===== config.mk =====
export PLATFORM = sky130hd
export DESIGN_NAME = spi_port
export DESIGN_NICKNAME = d
export VERILOG_FILES = /design/src/rtl/spi_port_pkg.sv /design/src/rtl/spi_sync.sv /design/src/rtl/spi_baud.sv /design/src/rtl/spi_port.sv
export SDC_FILE = /design/constraint.sdc
export NUM_CORES = 1
export LEC_CHECK = 0
export BUFFER_PORTS_ARGS = -buffer_cell sky130_fd_sc_hd__clkbuf_2
export CAP_MARGIN = 5
export CORE_UTILIZATION = 40
export CTS_CLUSTER_DIAMETER = 150
export CTS_CLUSTER_SIZE = 14
export DETAILED_ROUTE_END_ITERATION = 8
export SLEW_MARGIN = 10
export SYNTH_ARGS = -nofsm -noshare
export SYNTH_HDL_FRONTEND = slang
export SYNTH_HIERARCHICAL = 1
export SYNTH_SLANG_ARGS = --single-unit
export TNS_END_PERCENT = 50

===== constraint.sdc =====
create_clock -name clk -period 1.9 [get_ports clk]
set_clock_uncertainty 0.1 [all_clocks]
set_input_delay 0.38 -clock clk [delete_from_list [all_inputs] [get_ports clk]]
set_output_delay 0.38 -clock clk [all_outputs]
set_load 0.02 [all_outputs]

===== src/rtl/spi_port_pkg.sv =====
package spi_port_pkg;
  // Classification of a serial clock transition relative to the idle level
  typedef enum logic [1:0] {
    EDGE_NONE  = 2'd0,
    EDGE_LEAD  = 2'd1,
    EDGE_TRAIL = 2'd2
  } sck_edge_t;

  // Capture on leading edge when phase is 0, on trailing edge when phase is 1
  function automatic logic edge_captures(sck_edge_t e, logic cpha);
    return (e == EDGE_LEAD) ? !cpha : ((e == EDGE_TRAIL) ? cpha : 1'b0);
  endfunction
endpackage


===== src/rtl/spi_sync.sv =====
module spi_sync #(
  parameter int             W   = 1,
  parameter logic [W-1:0]   RST = '0
) (
  input  logic         clk,
  input  logic         rst_n,
  input  logic [W-1:0] d,
  output logic [W-1:0] q
);
  logic [W-1:0] meta_q;
  logic [W-1:0] sync_q;

  always_ff @(posedge clk or negedge rst_n) begin
    if (!rst_n) begin
      meta_q <= RST;
      sync_q <= RST;
    end else begin
      meta_q <= d;
      sync_q <= meta_q;
    end
  end

  assign q = sync_q;
endmodule


===== src/rtl/spi_baud.sv =====
module spi_baud #(
  parameter int DIVW = 8
) (
  input  logic            clk,
  input  logic            rst_n,
  input  logic            en,
  input  logic [DIVW-1:0] div,
  output logic            tick
);
  logic [DIVW-1:0] cnt_q;
  logic [DIVW-1:0] cnt_d;

  assign tick = en && (cnt_q == div);

  always_comb begin
    cnt_d = cnt_q;
    if (!en || tick) cnt_d = '0;
    else             cnt_d = cnt_q + 1'b1;
  end

  always_ff @(posedge clk or negedge rst_n) begin
    if (!rst_n) cnt_q <= '0;
    else        cnt_q <= cnt_d;
  end

  AST_DIV_BOUND: assert property (@(posedge clk) disable iff (!rst_n)
    en && $stable(div) |-> cnt_q <= div);
endmodule


===== src/rtl/spi_port.sv =====
module spi_port
  import spi_port_pkg::*;
#(
  parameter int DW   = 8,
  parameter int DIVW = 8,
  localparam int NBW = $clog2(DW),
  localparam int ECW = $clog2(2 * DW)
) (
  input  logic            clk,
  input  logic            rst_n,
  input  logic            cfg_master,
  input  logic            cfg_cpol,
  input  logic            cfg_cpha,
  input  logic [NBW-1:0]  cfg_nbits,
  input  logic [DIVW-1:0] cfg_div,
  input  logic            cfg_ss_drive,
  input  logic [DW-1:0]   tx_data,
  input  logic            tx_wr,
  output logic [DW-1:0]   rx_data,
  input  logic            rx_ack,
  input  logic            col_clr,
  output logic            stat_busy,
  output logic            stat_rx_ready,
  output logic            stat_collision,
  input  logic            sck_i,
  output logic            sck_o,
  output logic            sck_oe,
  input  logic            mosi_i,
  output logic            mosi_o,
  output logic            mosi_oe,
  input  logic            miso_i,
  output logic            miso_o,
  output logic            miso_oe,
  input  logic            ss_n_i,
  output logic            ss_n_o,
  output logic            ss_n_oe
);
  // Reset: asserted asynchronously, released on the clock
  logic [1:0] rst_pipe;
  logic       rst_ni;
  always_ff @(posedge clk or negedge rst_n) begin
    if (!rst_n) rst_pipe <= '0;
    else        rst_pipe <= {rst_pipe[0], 1'b1};
  end
  assign rst_ni = rst_pipe[1];

  // Pad inputs resynchronised: {sck, mosi, ss_n}
  logic sck_s, mosi_s, ss_s;
  spi_sync #(.W(3), .RST(3'b001)) u_sync (
    .clk(clk), .rst_n(rst_ni),
    .d({sck_i, mosi_i, ss_n_i}),
    .q({sck_s, mosi_s, ss_s})
  );

  // State
  logic          busy_q, busy_d;
  logic [ECW-1:0] ecnt_q, ecnt_d;
  logic [ECW-1:0] scnt_q, scnt_d;
  logic          sck_q, sck_d;
  logic          sck_prev_q;
  logic [DW-1:0] tx_q, tx_d;
  logic [DW-1:0] rx_q, rx_d;
  logic [DW-1:0] rxdat_q, rxdat_d;
  logic          rdy_q, rdy_d;
  logic          col_q, col_d;

  logic baud_tick;
  spi_baud #(.DIVW(DIVW)) u_baud (
    .clk(clk), .rst_n(rst_ni),
    .en(cfg_master && busy_q),
    .div(cfg_div),
    .tick(baud_tick)
  );

  // Derived character geometry
  logic [ECW-1:0] nlen, last_bit, last_edge;
  assign nlen      = (cfg_nbits == '0) ? ECW'(DW) : ECW'(cfg_nbits);
  assign last_bit  = nlen - 1'b1;
  assign last_edge = ECW'({nlen, 1'b0} - 1'b1);

  // Edge events, role selected
  logic      slave_sel, col_det, busy_o;
  sck_edge_t m_edge, s_edge, edge_ev;
  logic      capture, launch, in_bit;
  logic [DW-1:0] rx_shift;

  assign slave_sel = !cfg_master && !ss_s;
  assign col_det   = cfg_master && !cfg_ss_drive && !ss_s;

  always_comb begin
    m_edge = EDGE_NONE;
    if (busy_q && baud_tick) m_edge = (sck_q == cfg_cpol) ? EDGE_LEAD : EDGE_TRAIL;
    s_edge = EDGE_NONE;
    if (slave_sel && (sck_s != sck_prev_q)) s_edge = (sck_s != cfg_cpol) ? EDGE_LEAD : EDGE_TRAIL;
  end

  assign edge_ev  = cfg_master ? m_edge : s_edge;
  assign capture  = edge_captures(edge_ev, cfg_cpha);
  assign launch   = (edge_ev != EDGE_NONE) && !capture;
  assign in_bit   = cfg_master ? miso_i : mosi_s;
  assign rx_shift = {rx_q[DW-2:0], in_bit};
  assign busy_o   = cfg_master ? busy_q : (scnt_q != '0);

  // Next state
  always_comb begin
    busy_d  = busy_q;
    ecnt_d  = ecnt_q;
    scnt_d  = scnt_q;
    sck_d   = sck_q;
    tx_d    = tx_q;
    rx_d    = rx_q;
    rxdat_d = rxdat_q;
    rdy_d   = rdy_q;
    col_d   = col_q;

    if (rx_ack)  rdy_d = 1'b0;
    if (col_clr) col_d = 1'b0;
    if (!busy_q) sck_d = cfg_cpol;

    if (tx_wr && !busy_o && !col_det) begin
      tx_d = tx_data << (DW - int'(nlen));
      if (cfg_master) begin
        busy_d = 1'b1;
        ecnt_d = '0;
        scnt_d = '0;
        rx_d   = '0;
        sck_d  = cfg_cpol;
      end
    end

    if (capture) begin
      rx_d = rx_shift;
      if (scnt_q == last_bit) begin
        rxdat_d = rx_shift;
        rdy_d   = 1'b1;
        rx_d    = '0;
        scnt_d  = '0;
      end else begin
        scnt_d = scnt_q + 1'b1;
      end
    end

    // First bit is already on the line; shift only mid-character
    if (launch && (scnt_q != '0)) tx_d = {tx_q[DW-2:0], 1'b0};

    if (m_edge != EDGE_NONE) begin
      sck_d  = !sck_q;
      ecnt_d = ecnt_q + 1'b1;
      if (ecnt_q == last_edge) busy_d = 1'b0;
    end

    if (!cfg_master && ss_s) begin
      scnt_d = '0;
      rx_d   = '0;
    end

    if (col_det) begin
      col_d  = 1'b1;
      busy_d = 1'b0;
      scnt_d = '0;
      rx_d   = '0;
      sck_d  = cfg_cpol;
    end
  end

  always_ff @(posedge clk or negedge rst_ni) begin
    if (!rst_ni) begin
      busy_q     <= 1'b0;
      ecnt_q     <= '0;
      scnt_q     <= '0;
      sck_q      <= 1'b0;
      sck_prev_q <= 1'b0;
      tx_q       <= '0;
      rx_q       <= '0;
      rxdat_q    <= '0;
      rdy_q      <= 1'b0;
      col_q      <= 1'b0;
    end else begin
      busy_q     <= busy_d;
      ecnt_q     <= ecnt_d;
      scnt_q     <= scnt_d;
      sck_q      <= sck_d;
      sck_prev_q <= sck_s;
      tx_q       <= tx_d;
      rx_q       <= rx_d;
      rxdat_q    <= rxdat_d;
      rdy_q      <= rdy_d;
      col_q      <= col_d;
    end
  end

  // Outputs
  assign rx_data        = rxdat_q;
  assign stat_busy      = busy_o;
  assign stat_rx_ready  = rdy_q;
  assign stat_collision = col_q;
  assign sck_o          = sck_q;
  assign sck_oe         = cfg_master && busy_q;
  assign mosi_o         = tx_q[DW-1];
  assign mosi_oe        = cfg_master && busy_q;
  assign miso_o         = tx_q[DW-1];
  assign miso_oe        = slave_sel;
  assign ss_n_o         = !busy_q;
  assign ss_n_oe        = cfg_master && cfg_ss_drive;

  // Checks
  AST_SCK_IDLE: assert property (@(posedge clk) disable iff (!rst_ni)
    cfg_master && !busy_q && $past(!busy_q) && $stable(cfg_cpol) |-> sck_o == cfg_cpol);
  AST_CNT_BOUND: assert property (@(posedge clk) disable iff (!rst_ni)
    $stable(cfg_nbits) && $stable(cfg_master) && $past(scnt_q < nlen) |-> scnt_q < nlen);
  AST_SS_IGNORE: assert property (@(posedge clk) disable iff (!rst_ni)
    !cfg_master && ss_s |=> scnt_q == '0);
  AST_COL_RELEASE: assert property (@(posedge clk) disable iff (!rst_ni)
    $rose(col_q) |-> !sck_oe && !mosi_oe && !stat_busy);
  AST_COL_STICKY: assert property (@(posedge clk) disable iff (!rst_ni)
    col_q && !col_clr |=> col_q);
  AST_RDY_HOLD: assert property (@(posedge clk) disable iff (!rst_ni)
    rdy_q && !rx_ack |=> rdy_q);
  AST_MISO_ROLE: assert property (@(posedge clk) disable iff (!rst_ni)
    miso_oe |-> !cfg_master && !ss_s);
endmodule


Yosys cells after proc, flatten, opt, wreduce, memory -nomap -nowiden
Index checks and enable logic that the tools add are counted.
{"block": "word_totals", "regBits": 52, "input_bits": 32, "word_cells": 107}
{"block": "classes", "n_addsub": 6, "eq_ne": 8, "shift": 1, "muxes": 41, "n_reduce_logical": 37}
{"op": "7-bit two-way mux", "count": 6}
{"op": "4-bit two-way mux", "count": 8}
{"op": "8-bit by 32-bit << shifter with 8-bit output", "count": 1}
{"op": "8-bit two-way mux", "count": 3}
{"op": "1-bit two-way mux", "count": 19}
{"op": "1-bit logical AND", "count": 13}
{"op": "2-bit nonzero test", "count": 6}
{"op": "4-bit nonzero test", "count": 3}
{"op": "1-bit zero test", "count": 10}
{"op": "2-bit two-way mux", "count": 5}
{"op": "4-bit by 1-bit adder with 4-bit output, second input constant", "count": 2}
{"op": "8-bit by 1-bit adder with 8-bit output, second input constant", "count": 1}
{"op": "4-bit == test", "count": 2}
{"op": "8-bit == test", "count": 1}
{"op": "4-bit by 1-bit subtractor with 4-bit output, second input constant", "count": 2}
{"op": "2-bit AND reduction", "count": 3}
{"op": "4-bit by 4-bit subtractor with 5-bit output, first input constant", "count": 1}
{"op": "3-bit zero test", "count": 1}
{"op": "2-bit by 1-bit == test with 1-bit output, second input constant", "count": 1}
{"op": "2-bit == test, second input constant", "count": 1}
{"op": "1-bit != test", "count": 2}
{"op": "1-bit == test", "count": 1}
{"op": "1-bit logical OR", "count": 1}

Longest topological paths before layout
{"block": "logic_depth", "ltp_word": 12, "ltp_mapped": 11, "ltp_nobuf": 8}

Cells and area by module
Netlist, hierarchy kept.
{"module": "spi_port", "instances": 1, "cells_per_inst": 225, "area_each_um2": 2204.6, "seq_area_each_um2": 950.9}
{"module": "spi_baud", "instances": 1, "cells_per_inst": 46, "area_each_um2": 500.5, "seq_area_each_um2": 200.2}
{"module": "spi_sync", "instances": 1, "cells_per_inst": 6, "area_each_um2": 152.6, "seq_area_each_um2": 152.6}

Worst setup path after synthesis
Ideal clock, no wire load.
{"block": "synth_timing", "kind": "register to register", "start": "register u_baud.cnt_q[3]", "end": "register rxdat_q[0] (netlist: rx_data[0])", "setup_ps": 125, "arrival_ps": 2466, "setup_slack_ps": -791, "stages_incl_launch_ff": 11, "path_buffers": 2, "cell_sequence": "dfrtp_1 -> buf_6 -> xor2_2 -> nor4_2 -> and3_1 -> buf_2 -> nand4_1 -> mux2_2 -> nand2_1 -> nand3_4 -> mux2_4"}
{"block": "synth_between", "elab_chain_len": 9, "word_cells_on_any_way": 10}
{"element": "start, declared", "line": "spi_baud.sv:10", "source": "logic [DIVW-1:0] cnt_q;"}
{"element": "start signal, assigned", "line": "spi_baud.sv:23", "source": "else cnt_q <= cnt_d;"}
{"element": "8-bit == test (*)", "line": "spi_baud.sv:13", "source": "assign tick = en && (cnt_q == div);"}
{"element": "1-bit logical AND (*)", "line": "spi_baud.sv:13"}
{"element": "via baud_tick", "line": "spi_port.sv:67", "source": "logic baud_tick;"}
{"element": "1-bit logical AND (*)", "line": "spi_port.sv:92", "source": "if (busy_q && baud_tick) m_edge = (sck_q == cfg_cpol) ? EDGE_LEAD : EDGE_TRAIL;"}
{"element": "2-bit two-way mux (*)", "line": "spi_port.sv:92"}
{"element": "2-bit two-way mux (*)", "line": "spi_port.sv:97", "source": "assign edge_ev = cfg_master ? m_edge : s_edge;"}
{"element": "2-bit == test", "line": "spi_port_pkg.sv:11", "source": "return (e == EDGE_LEAD) ? !cpha : ((e == EDGE_TRAIL) ? cpha : 1'b0);"}
{"element": "1-bit two-way mux", "line": "spi_port_pkg.sv:11"}
{"element": "1-bit two-way mux (*)", "line": "spi_port_pkg.sv:11"}
{"element": "2-bit AND reduction (no source line) (*)"}
{"element": "end signal, assigned", "line": "spi_port.sv:186", "source": "rxdat_q <= rxdat_d;"}
{"element": "end, declared", "line": "spi_port.sv:63", "source": "logic [DW-1:0] rxdat_q, rxdat_d;"}
The timed path passes the listed nets; every way through them passes the cells marked *.
A chain may end at the register's enable or synchronous reset.

Worst setup path in the final report
{"block": "layout_timing", "start": "register u_baud.cnt_q[1]", "end": "register rxdat_q[0] (netlist: rx_data[0])"}
Same word-level chain as after synthesis.

==> results.py <==
metrics = {
    "status": {
        "outcome": "finished with violations",
        "violations": "negative setup slack",
    },
    "placement": {
        "post-place-ws_ns": -0.512,
        "gp_congestion": 0.852,
        "hpwl_microns": 4860,
        "placed_area_sq_um": 3570,
        "port_buffers": 50,
        "placed_cells": 458,
    },
    "timing": {
        "fin_hold_ws_ns": 0.00482,
        "fmax_mhz": 430,
        "final-hold-violation-count": 0,
        "slew_violations": 0,
        "period_share_pct": 122,
        "post-route-min-period_ns": 2.33,
        "rsz0062_at_grt": "true",
        "tns_ns": -9.48,
        "slew-limit-headroom_pct": 66.9,
        "setup_viol": 31,
        "worst_pin_slew_ns": 0.493,
        "fin_ws_ns": -0.426,
    },
    "setup_path": {
        "r2r_start": "u_baud/cnt_q[1]",
        "slowest_stage": "dfrtp_1",
        "cp_common_cell": "mux2_4",
        "cp_data_arrival_time_ns": 2.42,
        "path_buf_inv": 0,
        "path_max_fanout": 5,
        "cp.required_ns": 1.99,
        "r2r_cells": 8,
        "crit-reg2reg-capture": "rx_data[0]",
        "startpoint_type": "register",
        "worstPathCellList": "xor2_2 > nor4_4 > and3_4 > nand4_1 > mux2_4 > nand2_4 > nand3_4 > mux2_4",
        "slowest_delay_ns": 0.42,
        "regToRegSetupSlack_ns": -0.43,
        "crit_type": "reg2reg",
        "end_kind": "register",
        "critPathTopFamily": "simple AND/OR/NAND/NOR gates",
    },
    "global_route": {
        "grt_pass1_vias": 2357,
        "grt_max_degree": 46,
        "antenna_found_initial": 0,
        "grt_pass1_wl_microns": 11300,
        "overflow": 0,
        "grt_usage_pct": 19.2,
    },
    "clock_tree": {
        "cts.sinks": 52,
        "numCtsBuffers": 5,
        "cts_max_level": 2,
        "cts.reportedPaths.clkPinSlew_ns": 0.09,
        "clk_path_buf_depth": 2,
        "clk_root_buffer_cell": "clkbuf_8",
        "clock_latency_ns": 0.30,
        "cts_tree": "done",
    },
    "drt": {
        "routed_wl_microns": 6560,
        "wire_per_inst_microns": 14.0,
        "postRouteAntennaNets": 0,
        "drtPass1Iterations": 4,
        "via_per_inst": 5.21,
        "dr_total_vias": 2450,
        "drt_iter0_drc": 86,
        "drc": 0,
    },
    "floorplanning": {
        "die_x_microns": 86.5,
        "die_area_sq_um": 7490,
        "rows": 30,
        "initial_utilization_pct": 41.8,
        "ios": 51,
        "core-area_sq_um": 6830,
        "die_h_microns": 86.5,
    },
    "logic_synthesis": {
        "synth-seq-cells": 52,
        "synth_edf_count": 0,
        "synth-main-ff-cell": "dfrtp_1",
        "syn_nets": 314,
        "synth_area_sq_um": 2860,
        "yosysSeqAreaShare_pct": 45.6,
        "yosysWarnings": 6,
        "post_synth_num_cell_types": 56,
        "synthCells": 277,
        "ys_async_sr_fraction_pct": 100,
        "avgSynthCellArea_sq_um": 10.3,
    },
    "pwr": {
        "clkPwrFrac_pct": 26.9,
        "ir_drop_mv": 0.453,
        "p_switching_mw": 0.718,
        "power.share.combinational_pct": 23.1,
        "power_frac_seq_pct": 50.0,
        "sw_frac_of_total_pct": 29.3,
        "internal-power_mw": 1.73,
        "powerDensity_nw_per_um2": 647,
        "power_mw": 2.45,
        "leakage_nw": 1.79,
    },
    "finish": {
        "nets": 410,
        "diodes": 0,
        "drive_gt1_share_pct": 39.0,
        "final_core_util_pct": 55.4,
        "area_growth_pct": 32.4,
        "fill_cells": 633,
        "multiInputGateArea_sq_um": 1550,
        "seqCellArea_sq_um": 1310,
        "final_cells": 470,
        "stdcell_area_sq_um": 3780,
    },
    "min_path": {
        "min_path_type": "reg2async",
    },
    "run": {
        "maxCapViolations": 0,
    },
}
[synth_stat cells (2+ instances only)]
master	n	share of area, %
dfrtp_1	50	44
nor2_1	20	2.6
nand2_1	19	2.5
o21ai_0	14	2.5
inv_1	13	1.7
nand3_1	12	2.1
xor2_1	12	3.7
a21oi_1	10	1.8
a211oi_1	9	2.4
a22oi_1	9	2.4
mux2_2	9	3.5
ha_1	5	2.2
mux2i_1	5	1.8
nand2b_1	5	1.1
o211ai_1	5	1.3
xnor2_1	5	1.5
a221oi_1	4	1.2
buf_2	4	0.70
nor3_1	4	0.70
or3_1	4	0.88
a31oi_1	3	0.66
and3_1	3	0.66
buf_4	3	0.79
clkbuf_1	3	0.39
xor2_2	3	1.7
a21boi_0	2	0.53
a221o_1	2	0.70
and2_1	2	0.44
buf_6	2	0.79
dfstp_2	2	1.8
mux2_4	2	1.1
nand3b_1	2	0.53
nand4_1	2	0.44
nor2b_1	2	0.44
nor3b_1	2	0.53
nor4_2	2	0.88
nor4b_1	2	0.61
o32ai_1	2	0.61
[repair_timing]
item | 4_1_cts | 5_1_grt
endpoints found under the setup margin | 31 | 34
hold buffers | 1 | 0
resized for setup | 10 | 12
cloned | 1 | 0
pin swaps | 10 | 6
buffers inserted | 2 | 0
hold endpoints to repair | 2 | 0
[worst max path at each step]
stage | start | endpoint | depth (start not counted)
2_1_floorplan | u_baud/cnt_q[3] | rx_q[0] | 11
3_3_place_gp | cfg_div[5] | rx_data[0] | 9
3_5_place_dp | cfg_div[5] | rx_data[0] | 9
4_1_cts | u_baud/cnt_q[1] | rx_data[0] | 8
5_1_grt | u_baud/cnt_q[1] | rx_q[5] | 9
6_report | u_baud/cnt_q[1] | rx_data[0] | 8
[layout by cell type, fill, tap and decap left out, drive strengths merged, types with 11 or more instances in the layout]
cell type	instances
nor2	20
nand2	19
xor2	15
mux2	11
o21ai	14
clkbuf	55
dfrtp	50
buf	50
nand3	14
inv	14
[cell families after synthesis]
family | Yosys count | synth area share (%)
AND/OR/NAND/NOR | 88 | 17.1
AO/OA/AOI/OAI | 70 | 17.3
flip-flops | 52 | 45.6
buffers and inverters | 25 | 4.38
XOR/XNOR | 20 | 6.92
multiplexers | 16 | 6.35
adder cells (fa/ha/maj) | 5 | 2.19
other | 1 | 0.131
[flip-flops by register name, indices dropped and copies added, names as in the netlist, 2 cells and up]
register / flops
ecnt_q: 4
rst_pipe: 2
rx_data: 8
rx_q: 7
scnt_q: 4
tx_q: 8
u_baud/cnt_q: 8
u_sync/meta_q: 3
u_sync/q: 3
[routing by layer]
| metal | vias up | GRT usage, % | wire, microns |
|---|---|---|---|
| met5 | - | 0 | 0 |
| met4 | 0 | 5.15 | 87 |
| met3 | 8 | 3.05 | 193 |
| met2 | 47 | 32.2 | 3090 |
| met1 | 1197 | 26.1 | 3190 |
| li1 | 1198 | - | - |
[layout make-up]
| type | count | share of cell area [%] |
|---|---|---|
| clock buffer | 6 | 2.18 |
| tap | 96 | 3.17 |
| multi-input combinational | 201 | 40.9 |
| sequential | 52 | 34.5 |
| inverter | 13 | 1.29 |
| clock inverter | 2 | 0.364 |
| timing repair buffer | 100 | 17.6 |
[power groups by stage]
stage / clock network (mW) / registers (mW) / logic [mW]
final: 0.659 / 1.22 / 0.565
after CTS: 0.683 / 1.22 / 0.563
after global routing: 0.722 / 1.24 / 0.630
after detailed placement: 0 / 1.24 / 0.545
after global placement: 0 / 1.24 / 0.539
after floorplan: 0 / 1.27 / 0.293
Note: power is estimated with default switching activity, not from simulation.
